**config.mk**
```make
export PLATFORM = sky130hd
export DESIGN_NAME = vid_sync_slave
export DESIGN_NICKNAME = d
export VERILOG_FILES = /design/src/rtl/vsd_pkg.sv /design/src/rtl/vsd_event.sv /design/src/rtl/vsd_range.sv /design/src/rtl/vid_sync_slave.sv
export SDC_FILE = /design/constraint.sdc
export NUM_CORES = 1
export LEC_CHECK = 0
export CORE_AREA = 2 2 72 74
export DETAILED_ROUTE_END_ITERATION = 8
export DIE_AREA = 0 0 74 76
export PLACE_DENSITY_LB_ADDON = 0.15
export SLEW_MARGIN = 25
export SYNTH_ARGS = -nofsm -noshare
export SYNTH_HDL_FRONTEND = slang
export SYNTH_SLANG_ARGS = --single-unit
```
**constraint.sdc**
```tcl
create_clock -name clk -period 4.4 [get_ports clk]
set_clock_uncertainty 0.15 [all_clocks]
set_input_delay 1.1 -clock clk [delete_from_list [all_inputs] [get_ports clk]]
set_output_delay 1.1 -clock clk [all_outputs]
set_load 0.01 [all_outputs]
```
**src/rtl/vsd_pkg.sv**
```systemverilog
package vsd_pkg;

    typedef enum logic [1:0] {
        TM_CODE     = 2'd0,
        TM_FIELD_LO = 2'd1,
        TM_VSYNC    = 2'd2,
        TM_FIELD_HI = 2'd3
    } tmode_e;

    typedef struct packed {
        logic   hs;
        logic   vf;
        tmode_e mode;
        logic   master;
        logic   blank_ext;
        logic   field_stb;
        logic   frame_stb;
        logic   odd;
        logic   active;
        logic   pix;
    } vsd_state_t;

    localparam vsd_state_t VSD_RESET = '{
        hs: 1'b0, vf: 1'b0, mode: TM_CODE, master: 1'b0, blank_ext: 1'b0,
        field_stb: 1'b0, frame_stb: 1'b0, odd: 1'b0, active: 1'b0, pix: 1'b0
    };

endpackage

```
**src/rtl/vsd_event.sv**
```systemverilog
module vsd_event
    import vsd_pkg::*;
(
    input  tmode_e mode_i,
    input  logic   hs_now_i,
    input  logic   vf_now_i,
    input  logic   hs_prev_i,
    input  logic   vf_prev_i,
    output logic   field_ev_o,
    output logic   frame_ev_o,
    output logic   odd_ev_o,
    output logic   hs_fall_o
);
    logic vf_chg;
    logic vs_fall;

    always_comb begin
        hs_fall_o  = hs_prev_i & ~hs_now_i;
        vf_chg     = vf_prev_i ^ vf_now_i;
        vs_fall    = vf_prev_i & ~vf_now_i;
        field_ev_o = 1'b0;
        odd_ev_o   = 1'b0;
        unique case (mode_i)
            TM_FIELD_LO: begin
                field_ev_o = vf_chg & ~hs_now_i;
                odd_ev_o   = ~vf_now_i;
            end
            TM_FIELD_HI: begin
                field_ev_o = vf_chg & hs_now_i;
                odd_ev_o   = ~vf_now_i;
            end
            TM_VSYNC: begin
                if (vs_fall && hs_fall_o) begin
                    field_ev_o = 1'b1;
                    odd_ev_o   = 1'b1;
                end else if (vs_fall && hs_now_i) begin
                    field_ev_o = 1'b1;
                    odd_ev_o   = 1'b0;
                end
            end
            default: begin
                field_ev_o = 1'b0;
                odd_ev_o   = 1'b0;
            end
        endcase
        frame_ev_o = field_ev_o & odd_ev_o;
    end

endmodule

```
**src/rtl/vsd_range.sv**
```systemverilog
module vsd_range #(
    parameter int W = 10
) (
    input  logic [W-1:0] val_i,
    input  logic [W-1:0] lo_i,
    input  logic [W-1:0] hi_i,
    output logic         inside_o
);
    always_comb begin
        inside_o = (val_i >= lo_i) && (val_i <= hi_i);
    end
endmodule

```
**src/rtl/vid_sync_slave.sv**
```systemverilog
module vid_sync_slave
    import vsd_pkg::*;
#(
    parameter int LINE_W = 10
) (
    input  logic              clk,
    input  logic              rst_n,
    input  logic              cfg_we_i,
    input  logic [1:0]        cfg_mode_i,
    input  logic              cfg_master_i,
    input  logic              cfg_blank_ext_i,
    input  logic [LINE_W-1:0] blank_first_i,
    input  logic [LINE_W-1:0] blank_last_i,
    input  logic              hs_i,
    input  logic              vf_i,
    input  logic              blank_i,
    output logic              field_start_o,
    output logic              frame_start_o,
    output logic              field_odd_o,
    output logic              active_o,
    output logic              pix_en_o
);
    localparam logic [LINE_W-1:0] LINE_MAX = {LINE_W{1'b1}};

    vsd_state_t        st_d, st_q;
    logic [LINE_W-1:0] line_d, line_q;

    logic ev_field, ev_frame, ev_odd, ev_hs_fall;
    logic in_blank;

    vsd_event u_event (
        .mode_i     (st_q.mode),
        .hs_now_i   (hs_i),
        .vf_now_i   (vf_i),
        .hs_prev_i  (st_q.hs),
        .vf_prev_i  (st_q.vf),
        .field_ev_o (ev_field),
        .frame_ev_o (ev_frame),
        .odd_ev_o   (ev_odd),
        .hs_fall_o  (ev_hs_fall)
    );

    vsd_range #(.W(LINE_W)) u_range (
        .val_i    (line_d),
        .lo_i     (blank_first_i),
        .hi_i     (blank_last_i),
        .inside_o (in_blank)
    );

    always_comb begin
        logic slave;
        st_d    = st_q;
        line_d  = line_q;
        slave   = ~st_q.master;

        st_d.hs = hs_i;
        st_d.vf = vf_i;

        if (cfg_we_i) begin
            st_d.mode      = tmode_e'(cfg_mode_i);
            st_d.master    = cfg_master_i;
            st_d.blank_ext = cfg_blank_ext_i;
        end

        st_d.field_stb = slave & ev_field;
        st_d.frame_stb = slave & ev_frame;
        if (slave && ev_field) begin
            st_d.odd = ev_odd;
        end

        if (slave) begin
            if (ev_frame) begin
                line_d = '0;
            end else if (ev_hs_fall && (line_q != LINE_MAX)) begin
                line_d = line_q + 1'b1;
            end
        end

        if (st_q.blank_ext) begin
            st_d.active = slave & ~blank_i;
        end else begin
            st_d.active = slave & ~in_blank;
        end

        st_d.pix = st_q.active;
    end

    always_ff @(posedge clk) begin
        if (!rst_n) begin
            st_q   <= VSD_RESET;
            line_q <= '0;
        end else begin
            st_q   <= st_d;
            line_q <= line_d;
        end
    end

    assign field_start_o = st_q.field_stb;
    assign frame_start_o = st_q.frame_stb;
    assign field_odd_o   = st_q.odd;
    assign active_o      = st_q.active;
    assign pix_en_o      = st_q.pix;

endmodule

```
==> flow_metrics.tcl <==
set metrics [dict create \
    finalHoldViolations 0 \
    insertedDiodeCount 0 \
    root_buffer "clkbuf_8" \
    switching_share_pct 24.2 \
    hold_class "reg2reg" \
    slew_headroom_pct 73.7 \
    wirelength_um 3400 \
    netlist_area_mm2 0.00148 \
    worstPathCellList "clkdlybuf4s50_1, or3b_4, or2_4, or4_1, a21oi_1, ha_1, a21oi_1, o21ai_0, a2111oi_0, o211ai_1" \
    peakVddDrop_v 0.000144 \
    ios 35 \
    fp.dieW_um 74 \
    vias 1351 \
    grt_pass1_wl_um 5890 \
    crit_type "in2reg" \
    worstMarginPinSlew_ps 384 \
    crit_slowest_cell "or4_1" \
    cts_buffer_depth 2 \
    multiInputGateArea_um2 958 \
    fill_cells 518 \
    rsz0062_at_grt "no" \
    ys_seq_area_share_pct 28.4 \
    dpl_cell_area_mm2 0.00194 \
    portBuffers 34 \
    hold_buffers 0 \
    antenna_left 0 \
    yosys_register_bits 21 \
    firstDrtPassIters 4 \
    cp.buffers_inverters 1 \
    cp_common_cell "a21oi_1" \
    p_comb_share_pct 17.6 \
    synth.area.top_cells "dfxtp_1 28%, ha_1 19%, a21oi_1 6.1%" \
    fin_util_pct 40.4 \
    arrival_ps 4090 \
    cp-end-kind "register" \
    place_inst 284 \
    grt_use_total_pct 13.4 \
    syn_avg_cell_area_um2 8.32 \
    setup_viol_count_final 0 \
    clock_latency_ps 260 \
    cts_setup_buffers 0 \
    cts_resized 0 \
    synth.most_common_cell "inv_1" \
    yosysTopAreaCellShare_pct 28.4 \
    totalPowerFinal_uw 400 \
    synth_edf_count 0 \
    core_mm2 0.00491 \
    period_minus_slack_ps 4100 \
    cp_max_fo 6 \
    final_nets 271 \
    syn-num-nets 230 \
    post-place-ws_ps 38.5 \
    maxCapViolations 0 \
    powerDensity_mw_per_mm2 201 \
    rows 26 \
    worst_path_largest_cell_delay_ps 540 \
    register_area_um2 420 \
    clockPowerShare_pct 32.4 \
    fmax_mhz 244 \
    drt-initial-drc-count 59 \
    drc 0 \
    seq_power_share_pct 50.0 \
    drive_above_1_share_pct 6.42 \
    cts_tree "done" \
    finalSetupTns_ps 0 \
    synthFlopType "dfxtp_1" \
    dp_hpwl_um 2780 \
    ys_warn_count 0 \
    final_cell_area_mm2 0.00199 \
    vias_per_cell 4.69 \
    internal-power_uw 303 \
    setup_ws_ps 300 \
    wl_per_cell_um 11.8 \
    synth_area_leader_cell "dfxtp_1" \
    leakage_nw 0.877 \
    cts.htree.levels 1 \
    maxSlewViolCount 0 \
    synth_common_cells "23 x inv_1, 22 x ha_1, 21 x dfxtp_1" \
    first_global_vias 1280 \
    cts_buffers 3 \
    ys_types 36 \
    status "finished clean" \
    grt_start_max_net_pins 14 \
    fin_crit_sh_pct 93.2 \
    place.gp.congestion 0.815 \
    initial_core_util_pct 30.1 \
    dieArea_mm2 0.00562 \
    worst_setup_path_start_kind "input port" \
    required_ps 4390 \
    async_flop_share_pct 0 \
    crit_family "simple AND/OR/NAND/NOR gates" \
    power.switching_uw 96.9 \
    syn_inst 178 \
    clk_transition_reported_paths_ps 80 \
    areaGrowthSynthToFinish_pct 34.2 \
    antenna_found_initial 0 \
    die_h_um 76 \
    cts_sinks 21 \
    grt_overflow 0 \
    hold_ws_ps 364 \
    fin_cells 288 \
]
## path summary, 6_finish.rpt
check | to | depth (start not counted) | start | slack (ps)
min | line_q[6] | 2 | line_q[6] | 360
max reg2reg | active_o | 9 | st_q[6] | 1150
max | active_o | 10 | hs_i | 300
min reg2reg | line_q[6] | 2 | line_q[6] | 360
## layout make-up
class | count | area share, %
timing repair buffer | 40 | 19.4
sequential | 21 | 21.2
tap | 70 | 4.41
clock buffer | 3 | 2.08
inverter | 23 | 4.35
multi-input combinational | 130 | 48.2
clock inverter | 1 | 0.378
## routing by layer
| layer | up-vias | GRT usage, % | routed length, um |
|---|---|---|---|
| li1 | 727 | - | - |
| met1 | 594 | 18.2 | 1640 |
| met2 | 28 | 21.2 | 1570 |
| met3 | 2 | 3.84 | 161 |
| met4 | 0 | 2.18 | 24 |
| met5 | - | 0 | 0 |
## cell usage in the layout, fill, tap and decap left out, drive strengths merged, types with 2 or more instances in the layout
cell,count
or4,3
or2,2
clkbuf,3
nor2b,5
buf,6
and2,4
inv,23
a21o,6
nand3,4
dfxtp,21
o31ai,4
mux2i,6
o21a,3
nor2,8
or3b,2
nand2,7
nand4,5
o41ai,2
a21oi,18
nand2b,3
or3,3
o21ai,6
nor4,2
ha,22
nor3,2
o211ai,3
clkdlybuf4s50,34
a2111oi,2
## tightest hold or removal path: stages, from the launching register on
cell and delay (ps):
dfxtp_1 330, o31ai_1 80, a21oi_1 60
## sequential cells by signal, summed over array words and instances, names as in the netlist
name,cells
st_q,6
frame_start_o,1
field_start_o,1
field_odd_o,1
pix_en_o,1
active_o,1
line_q,10
## power groups by stage
stage	registers, mW	clock network [mW]	logic [mW]
detailed placement	0.205	0	0.0712
floorplan	0.204	0	0.0311
finish	0.200	0.130	0.0703
global route	0.201	0.146	0.0791
CTS	0.200	0.137	0.0716
global placement	0.205	0	0.0713
## cells by family after synthesis
family,after synthesis,share of synthesized area [%]
compound gates,48,20.8
flops,21,28.4
fa+ha+maj,22,18.6
buf+inv,27,6.85
mux,6,4.06
xor+xnor,1,0.592
simple gates,53,20.7
(Power assumes the default switching activity.)
